[config.mk]
export PLATFORM = sky130hd
export DESIGN_NAME = bankram_top
export DESIGN_NICKNAME = d
export VERILOG_FILES = /design/src/rtl/bankram_pkg.sv /design/src/rtl/bankram_ctrl.sv /design/src/rtl/bankram_dp.sv /design/src/rtl/bankram_top.sv
export SDC_FILE = /design/constraint.sdc
export NUM_CORES = 2
export LEC_CHECK = 0
export BUFFER_PORTS_ARGS = -buffer_cell sky130_fd_sc_hd__buf_2
export CAP_MARGIN = 20
export CELL_PAD_IN_SITES_DETAIL_PLACEMENT = 1
export CELL_PAD_IN_SITES_GLOBAL_PLACEMENT = 2
export CORE_MARGIN = 2
export CORE_UTILIZATION = 40
export CTS_CLUSTER_DIAMETER = 30
export DETAILED_ROUTE_END_ITERATION = 12
export PLACE_DENSITY_LB_ADDON = 0.1
export SLEW_MARGIN = 15
export SYNTH_ARGS = -nofsm -noshare
export SYNTH_HDL_FRONTEND = slang
export SYNTH_HIERARCHICAL = 1
export SYNTH_SLANG_ARGS = --single-unit
[constraint.sdc]
create_clock -name clk -period 2.7 [get_ports clk]
set_input_delay 0.27 -clock clk [delete_from_list [all_inputs] [get_ports clk]]
set_output_delay 0.27 -clock clk [all_outputs]
set_load 0.03 [all_outputs]
[src/rtl/bankram_pkg.sv]
package bankram_pkg;

  localparam logic [1:0] OFS_STD_IDX = 2'd0;
  localparam logic [1:0] OFS_STD_DAT = 2'd1;
  localparam logic [1:0] OFS_EXT_IDX = 2'd2;
  localparam logic [1:0] OFS_EXT_DAT = 2'd3;

  typedef enum logic [2:0] {
    RD_STD_IDX,
    RD_EXT_IDX,
    RD_STD_RAM,
    RD_EXT_RAM,
    RD_REG,
    RD_LOCKED
  } rdSrc_e;

  typedef struct packed {
    logic   stdIdxWr;
    logic   extIdxWr;
    logic   stdRamWr;
    logic   extRamWr;
    logic   regWr;
    logic   rdEn;
    rdSrc_e rdSrc;
  } bankStrobe_t;

endpackage

[src/rtl/bankram_ctrl.sv]
module bankram_ctrl
  import bankram_pkg::*;
#(
  parameter int IDX_W     = 7,
  parameter int NUM_FIXED = 14,
  parameter int NUM_OVL   = 3
) (
  input  logic                     clk,
  input  logic                     rst_n,
  input  logic [1:0]               busAddr,
  input  logic                     busWr,
  input  logic                     busRd,
  input  logic                     stdLock,
  input  logic                     extLock,
  input  logic [IDX_W-1:0]         stdIdx,
  input  logic [NUM_OVL*IDX_W-1:0] ovlAddrs,
  output bankStrobe_t              strobe,
  output logic                     regRd
);

  logic [NUM_OVL-1:0] ovlHit;
  logic               fixedHit;
  logic               isReg;

  // one comparator per programmable external location
  for (genvar g = 0; g < NUM_OVL; g++) begin : g_ovl
    assign ovlHit[g] = (stdIdx == ovlAddrs[g*IDX_W +: IDX_W]);
  end

  assign fixedHit = (stdIdx < IDX_W'(NUM_FIXED));
  assign isReg    = fixedHit | (|ovlHit);

  always_comb begin
    strobe       = '0;
    strobe.rdSrc = RD_STD_IDX;
    strobe.rdEn  = busRd;
    unique case (busAddr)
      OFS_STD_IDX: begin
        strobe.stdIdxWr = busWr;
        strobe.rdSrc    = RD_STD_IDX;
      end
      OFS_STD_DAT: begin
        if (stdLock) begin
          strobe.rdSrc = RD_LOCKED;
        end else if (isReg) begin
          strobe.regWr = busWr;
          strobe.rdSrc = RD_REG;
        end else begin
          strobe.stdRamWr = busWr;
          strobe.rdSrc    = RD_STD_RAM;
        end
      end
      OFS_EXT_IDX: begin
        strobe.extIdxWr = busWr;
        strobe.rdSrc    = RD_EXT_IDX;
      end
      default: begin
        if (extLock) begin
          strobe.rdSrc = RD_LOCKED;
        end else begin
          strobe.extRamWr = busWr;
          strobe.rdSrc    = RD_EXT_RAM;
        end
      end
    endcase
  end

  assign regRd = busRd && (busAddr == OFS_STD_DAT) && !stdLock && isReg;

  // a single access never writes more than one target
  p_one_target_r4: assert property (@(posedge clk) disable iff (!rst_n)
    $onehot0({strobe.stdRamWr, strobe.extRamWr, strobe.regWr}));

  // the standard lock blocks every path into the standard bank
  p_std_lock_blocks_r8: assert property (@(posedge clk) disable iff (!rst_n)
    stdLock |-> !strobe.stdRamWr && !strobe.regWr && !regRd);

  // the extended lock blocks writes into the extended bank
  p_ext_lock_blocks_r9: assert property (@(posedge clk) disable iff (!rst_n)
    extLock |-> !strobe.extRamWr);

endmodule

[src/rtl/bankram_dp.sv]
module bankram_dp
  import bankram_pkg::*;
#(
  parameter int DATA_W = 8,
  parameter int IDX_W  = 7
) (
  input  logic              clk,
  input  logic              rst_n,
  input  bankStrobe_t       strobe,
  input  logic [DATA_W-1:0] busWdata,
  input  logic [DATA_W-1:0] regRdata,
  output logic [DATA_W-1:0] busRdata,
  output logic [IDX_W-1:0]  stdIdx,
  output logic [IDX_W-1:0]  extIdx
);

  localparam int DEPTH = 1 << IDX_W;
  localparam int PAD_W = DATA_W - IDX_W;

  logic [DATA_W-1:0] stdMem [DEPTH];
  logic [DATA_W-1:0] extMem [DEPTH];
  logic [DATA_W-1:0] rdVal;

  always_ff @(posedge clk or negedge rst_n) begin
    if (!rst_n) begin
      stdIdx <= '0;
      extIdx <= '0;
    end else begin
      if (strobe.stdIdxWr) stdIdx <= busWdata[IDX_W-1:0];
      if (strobe.extIdxWr) extIdx <= busWdata[IDX_W-1:0];
    end
  end

  always_ff @(posedge clk) begin
    if (strobe.stdRamWr) stdMem[stdIdx] <= busWdata;
    if (strobe.extRamWr) extMem[extIdx] <= busWdata;
  end

  always_comb begin
    unique case (strobe.rdSrc)
      RD_STD_IDX: rdVal = {{PAD_W{1'b0}}, stdIdx};
      RD_EXT_IDX: rdVal = {{PAD_W{1'b0}}, extIdx};
      RD_STD_RAM: rdVal = stdMem[stdIdx];
      RD_EXT_RAM: rdVal = extMem[extIdx];
      RD_REG:     rdVal = regRdata;
      default:    rdVal = '1;
    endcase
  end

  always_ff @(posedge clk or negedge rst_n) begin
    if (!rst_n)           busRdata <= '0;
    else if (strobe.rdEn) busRdata <= rdVal;
  end

  // an index read never shows bits above the index width
  p_idx_msb_zero_r2: assert property (@(posedge clk) disable iff (!rst_n)
    strobe.rdEn && (strobe.rdSrc == RD_STD_IDX || strobe.rdSrc == RD_EXT_IDX)
    |=> busRdata[DATA_W-1:IDX_W] == '0);

  // a write to one bank leaves the other bank's index alone
  p_idx_separate_r7: assert property (@(posedge clk) disable iff (!rst_n)
    strobe.stdIdxWr && !strobe.extIdxWr |=> $stable(extIdx));

endmodule

[src/rtl/bankram_top.sv]
module bankram_top
  import bankram_pkg::*;
#(
  parameter int DATA_W    = 8,
  parameter int IDX_W     = 7,
  parameter int NUM_FIXED = 14,
  parameter int NUM_OVL   = 3
) (
  input  logic                     clk,
  input  logic                     rst_n,
  input  logic [1:0]               busAddr,
  input  logic                     busWr,
  input  logic                     busRd,
  input  logic [DATA_W-1:0]        busWdata,
  output logic [DATA_W-1:0]        busRdata,
  input  logic                     stdLock,
  input  logic                     extLock,
  input  logic [NUM_OVL*IDX_W-1:0] ovlAddrs,
  output logic [IDX_W-1:0]         regAddr,
  output logic                     regWr,
  output logic                     regRd,
  output logic [DATA_W-1:0]        regWdata,
  input  logic [DATA_W-1:0]        regRdata
);

  bankStrobe_t      strobe;
  logic [IDX_W-1:0] stdIdx;
  logic [IDX_W-1:0] extIdx;

  bankram_ctrl #(
    .IDX_W(IDX_W), .NUM_FIXED(NUM_FIXED), .NUM_OVL(NUM_OVL)
  ) ctrl_i (
    .clk(clk), .rst_n(rst_n), .busAddr(busAddr), .busWr(busWr), .busRd(busRd),
    .stdLock(stdLock), .extLock(extLock), .stdIdx(stdIdx), .ovlAddrs(ovlAddrs),
    .strobe(strobe), .regRd(regRd)
  );

  bankram_dp #(
    .DATA_W(DATA_W), .IDX_W(IDX_W)
  ) dp_i (
    .clk(clk), .rst_n(rst_n), .strobe(strobe), .busWdata(busWdata),
    .regRdata(regRdata), .busRdata(busRdata), .stdIdx(stdIdx), .extIdx(extIdx)
  );

  assign regAddr  = stdIdx;
  assign regWr    = strobe.regWr;
  assign regWdata = busWdata;

  p_std_lock_ff_r8: assert property (@(posedge clk) disable iff (!rst_n)
    busRd && busAddr == OFS_STD_DAT && stdLock |=> busRdata == '1);

  p_ext_lock_ff_r9: assert property (@(posedge clk) disable iff (!rst_n)
    busRd && busAddr == OFS_EXT_DAT && extLock |=> busRdata == '1);

  p_hold_rdata_r3: assert property (@(posedge clk) disable iff (!rst_n)
    !busRd |=> $stable(busRdata));

  p_ext_never_reg_r7: assert property (@(posedge clk) disable iff (!rst_n)
    (regWr || regRd) |-> busAddr == OFS_STD_DAT);

endmodule

# After elaboration in Yosys (flattened, before gate mapping)
# Memories as Yosys holds them, arrays and structs flattened.
# Index checks and enable logic that the tools add are counted.
[totals]
ff_bits = 22
ramBits = 2048
in_bits = 45
output_inout_bits = 25
elab_cells = 43
n_memories = 2
[op_classes]
n_lt_le_gt_ge = 1
n_eq_ne = 9
muxes = 19
bitwise_logic = 1
reduce_logical = 8
[mem_list]
columns = ["memory", "words", "word_bits", "read_ports", "rd_clocked_by_memory_dff", "write_ports", "line_no", "source"]
rows = [
  ["dp_i.extMem", 128, 8, 1, 0, 1, "bankram_dp.sv:21", "logic [DATA_W-1:0] extMem [DEPTH];"],
  ["dp_i.stdMem", 128, 8, 1, 0, 1, "bankram_dp.sv:20", "logic [DATA_W-1:0] stdMem [DEPTH];"],
]
[op_table]
columns = ["op", "n"]
rows = [
  ["8-bit one-hot mux with 5 select lines", 1],
  ["7-bit equality test", 3],
  ["1-bit 2-to-1 mux", 14],
  ["3-bit 2-to-1 mux", 3],
  ["3-bit one-hot mux with 3 select lines", 1],
  ["7-bit by 4-bit < comparator with 1-bit output (second input constant)", 1],
  ["3-bit by 2-bit equality test with 1-bit output (second input constant)", 2],
  ["3-bit OR reduction", 2],
  ["3-bit by 1-bit equality test with 1-bit output (second input constant)", 1],
  ["3-bit equality test (second input constant)", 1],
  ["1-bit logical AND", 3],
  ["3-bit logical NOT", 1],
  ["2-bit by 1-bit equality test with 1-bit output (second input constant)", 1],
  ["2-bit equality test (second input constant)", 1],
  ["2-bit logical NOT", 1],
  ["1-bit logical NOT", 1],
  ["1-bit bitwise OR", 1],
]

# Logic depth before layout (Yosys ltp)
[depth]
depth_word = 8
ltp_mapped = 13
mapped_depth_nobuf = 11

# By module
# The synthesis kept the hierarchy.
[by_module_without_submodules]
columns = ["mod", "n_inst", "cells_per_inst", "area_per_inst_um2", "seq_area_each_um2"]
rows = [
  ["bankram_dp", 1, 4156, 80373.3, 62049.5],
  ["bankram_ctrl", 1, 47, 367.9, 0.0],
  ["bankram_top", 1, 8, 60.1, 0.0],
]

# Worst setup path after synthesis
# No wires, ideal clock.
[synth_path]
path_type = "register -> register"
startpoint = "reg dp_i.stdIdx[0]"
endpoint = "mem dp_i.stdMem[96][0], enable pin"
setup_ns = 0.370
arrival_time_ns = 2.709
required_ns = 2.330
slack_ns = -0.379
path_stages_with_launch = 12
path_buffers = 8
synth_period_minus_slack_ns = 3.079
cell_sequence = "dfrtp_1 buf_6 buf_6 buf_6 buf_4 buf_4 buf_4 buf_2 nor2b_1 nand2_1 clkbuf_1 nor2_1"
[synth_via]
elab_chain_cells = 8
word_cells_on_any_way = 11
cone_classes = "1 x order compare; 3 x eq/ne; 5 x mux; 1 x bitwise; 1 x reduce/logical"
[synth_rtl]
columns = ["item", "line_no", "source"]
rows = [
  ["from (decl)", "bankram_dp.sv:13", "output logic [IDX_W-1:0] stdIdx,"],
  ["from (signal assigned)", "bankram_dp.sv:29", "if (strobe.stdIdxWr) stdIdx <= busWdata[IDX_W-1:0];"],
  ["parallel branches: the longest is 8 deep, another holds 7-bit by 4-bit < comparator with 1-bit output", "-", ""],
  ["to (decl)", "bankram_dp.sv:20", ""],
]
# Parallel ways; which one is timed is not known.

# Worst setup path in the final report
[layout_path]
startpoint = "reg dp_i.stdIdx[0]"
endpoint = "reg dp_i.busRdata[6]"
[layout_via]
elab_chain_cells = 8
word_cells_on_any_way = 16
cone_classes = "1 x order compare; 7 x eq/ne; 4 x mux; 1 x bitwise; 2 x reduce/logical; 1 x memory"
[layout_rtl]
columns = ["item", "line_no", "source"]
rows = [
  ["parallel branches: the longest is 7 deep, another holds 7-bit by 4-bit < comparator with 1-bit output", "-", ""],
  ["8-bit one-hot mux with 5 select lines *", "bankram_dp.sv:40", "unique case (strobe.rdSrc)"],
  ["to (signal assigned)", "bankram_dp.sv:52", "else if (strobe.rdEn) busRdata <= rdVal;"],
  ["to (decl)", "bankram_dp.sv:12", "output logic [DATA_W-1:0] busRdata,"],
]
# Mark *: on every way between the ends.
# A chain may end at the register's enable or synchronous reset.

==> impl_metrics.env <==
export IMPL_antenna_found_initial=10
export IMPL_root_buffer="clkbuf_16"
export IMPL_synth_area_um2=80800
export IMPL_setup_viol=925
export IMPL_drive_above_1_share_pct=41.86
export IMPL_async_flop_share_pct=1.063
export IMPL_crit_fanout=7
export IMPL_worst_pin_slew_ns=1.032
export IMPL_portBuffers=69
export IMPL_grt_pass1_vias=51440
export IMPL_relSlewSlack_pct=31.21
export IMPL_clock_fmax_mhz=314.0
export IMPL_p_leak_uw=0.03799
export IMPL_seqCellArea_um2=62080
export IMPL_tritoncts="done"
export IMPL_die_area_um2=205600
export IMPL_grt_pass1_wl_mm=395.6
export IMPL_clkSinkCount=2070
export IMPL_rr_worst_depth=9
export IMPL_final_common_cell="edfxtp_1"
export IMPL_drc=0
export IMPL_critPathKind="register to register"
export IMPL_nets=5569
export IMPL_start_util_pct=40.35
export IMPL_seq_area_frac_synth_pct=76.79
export IMPL_fillCellCount=17710
export IMPL_drtIter0Drc=5174
export IMPL_regToRegSetupSlack_ns=-0.48
export IMPL_antenna_left=0
export IMPL_clock_tree_htree_level_count=5
export IMPL_dpl_cell_area_um2=93450
export IMPL_synth_edf_count=2048
export IMPL_overflow=0
export IMPL_vias=49270
export IMPL_status="complete, but fails checks"
export IMPL_wl_mm=280.4
export IMPL_power_density_nw_per_um2=941.2
export IMPL_core_um2=200300
export IMPL_fin_skew_ns=0.05192
export IMPL_hold_path_class="input pin to async pin"
export IMPL_required_ns=3.53
export IMPL_rsz0062_at_grt="true"
export IMPL_place_congestion=0.8771
export IMPL_rows=164
export IMPL_wl_per_cell_um=32.76
export IMPL_max_cap_viol_count=0
export IMPL_fin_util_pct=55.89
export IMPL_ys_warn_count=6
export IMPL_via_per_inst=5.756
export IMPL_hold_viol=0
export IMPL_grt_use_total_pct=27.15
export IMPL_worst_slack_ns=-0.4846
export IMPL_timing_final_crit_share_pct=117.9
export IMPL_die_x_um=453.4
export IMPL_synthToLayoutAreaGrowth_pct=38.52
export IMPL_multiInputGateArea_um2=19050
export IMPL_crit_path_end_kind="register"
export IMPL_violations="setup timing"
export IMPL_cts_max_path_buffers=4
export IMPL_arrival_ns=4.02
export IMPL_path_clk_slew_ns=0.05
export IMPL_hpwl_mm=181.6
export IMPL_final_cell_mix="edfxtp_1 (2048), buf_4 (668), clkbuf_16 (468)"
export IMPL_layout_min_cycle_time_ns=3.185
export IMPL_io_pins=70
export IMPL_startpoint_type="register"
export IMPL_syn_num_nets=4256
export IMPL_slew_violations=0
export IMPL_fin_area_um2=111900
export IMPL_ir_drop_mv=0.6464
export IMPL_cts_buffers=463
export IMPL_grt_max_degree=97
export IMPL_netlist_instances=4211
export IMPL_die_h_um=453.4
export IMPL_clock_latency_ns=0.97
export IMPL_synth_cell_type_count=83
export IMPL_drtPass1Iterations=5
export IMPL_synth_avg_cell_area_um2=19.19
export IMPL_ys_flop_type="edfxtp_1"
export IMPL_ys_seq_elements=2070
worst paths after layout:
check / start / end
max: dp_i/stdIdx[0] / dp_i/busRdata[6]
min: rst_n / dp_i/extIdx[2]
max reg2reg: dp_i/stdIdx[0] / dp_i/busRdata[6]
min reg2reg: dp_i/busRdata[5] / dp_i/busRdata[5]
max in group asynchronous: rst_n / dp_i/extIdx[1]
min in group clk: busWdata[5] / dp_i/extMem[88][5]
metrics by stage:
stage	std cells	hold WS, ns	setup TNS [ns]	setup slack (ns)	power, uW
after detailed placement	7632	0.4270	-209.38	-0.9337	49260
after CTS	8531	0.005269	-116.29	-0.4356	105600
final	8559	0.05400	-100.42	-0.4846	105300
after global placement	7631	0.4261	-185.63	-0.9184	49190
after global routing	8556	0.06368	-197.33	-0.5088	108100
after floorplan	4211	-0.02559	-14.03	-0.07996	42160
final cells by class:
class	instances	area share [%]
inverters	13	0.04583
well taps	2656	2.969
repair buffers	1119	10.68
multi-input cells	1857	17.02
clock buffers	510	10.57
diodes	5	0.01118
clock inverters	329	3.233
flip-flops and latches	2070	55.47
what timing repair did:
| action | CTS | global route |
|---|---|---|
| hold buffers | 14 | 0 |
| setup endpoints to repair | 1152 | 1154 |
| buffers inserted | 40 | 24 |
| endpoints found under the hold margin | 475 | 0 |
| pin swaps | 68 | 72 |
| gates cloned | 8 | 2 |
| resized for setup | 276 | 208 |
kinds of logic (layout without fill, tap and decap cells):
family / Yosys count / in the layout / synth area share (%)
buffers and inverters: 284 / 1971 / 1.788
XOR/XNOR: 21 / 21 / 0.2276
AO/OA/AOI/OAI: 691 / 691 / 6.414
flip-flops: 2070 / 2070 / 76.79
multiplexers: 484 / 484 / 11.03
other: 0 / 5 / 0
AND/OR/NAND/NOR: 661 / 661 / 3.743
sequential cells by signal (all words and copies together), names as in the netlist:
name / flops
dp_i/extMem: 1024
dp_i/stdIdx: 7
dp_i/extIdx: 7
dp_i/stdMem: 1024
dp_i/busRdata: 8
power breakdown:
part           internal, uW  leakage, uW  switching, uW
clock                 37700      0.00744          17800
combinational          5930       0.0119           8190
sequential            35500       0.0186            173
total                 79200       0.0380          26200
critical path: stages, from the launching register on:
cell and delay, ns:
dfrtp_4 0.47, buf_12 0.15, buf_16 0.15, mux4_2 0.52, mux4_2 0.50, nor2b_4 0.18, o21a_1 0.21, o31ai_4 0.23
a41oi_2 0.25, a311o_1 0.38
per-layer routing:
layer	share of wire, %	track usage (%)	up-vias
li1	-	-	20350
met1	44	39.71	26560
met2	46	41.46	1936
met3	6.9	5.089	420
met4	2.6	7.994	0
met5	0	0	-
cells in the mapped netlist (18+ instances only):
cell type / instances / area share, %
a211oi_1: 22 / 0.20
a21oi_1: 99 / 0.61
a221o_1: 23 / 0.28
a221oi_1: 90 / 0.98
a22o_1: 61 / 0.66
a22oi_1: 159 / 1.5
buf_1: 24 / 0.11
buf_2: 94 / 0.58
buf_4: 36 / 0.33
clkbuf_1: 101 / 0.47
dfrtp_1: 22 / 0.68
edfxtp_1: 2048 / 76
mux2_2: 73 / 1.0
mux2i_1: 98 / 1.2
mux4_2: 296 / 8.3
nand2_1: 152 / 0.71
nand3_1: 42 / 0.26
nand4_1: 26 / 0.20
nor2_1: 305 / 1.4
nor2b_1: 27 / 0.21
nor3_1: 18 / 0.11
o21ai_0: 60 / 0.37
o22ai_1: 20 / 0.15
xor2_1: 18 / 0.20
No activity file was read; power rests on OpenSTA's default activity.
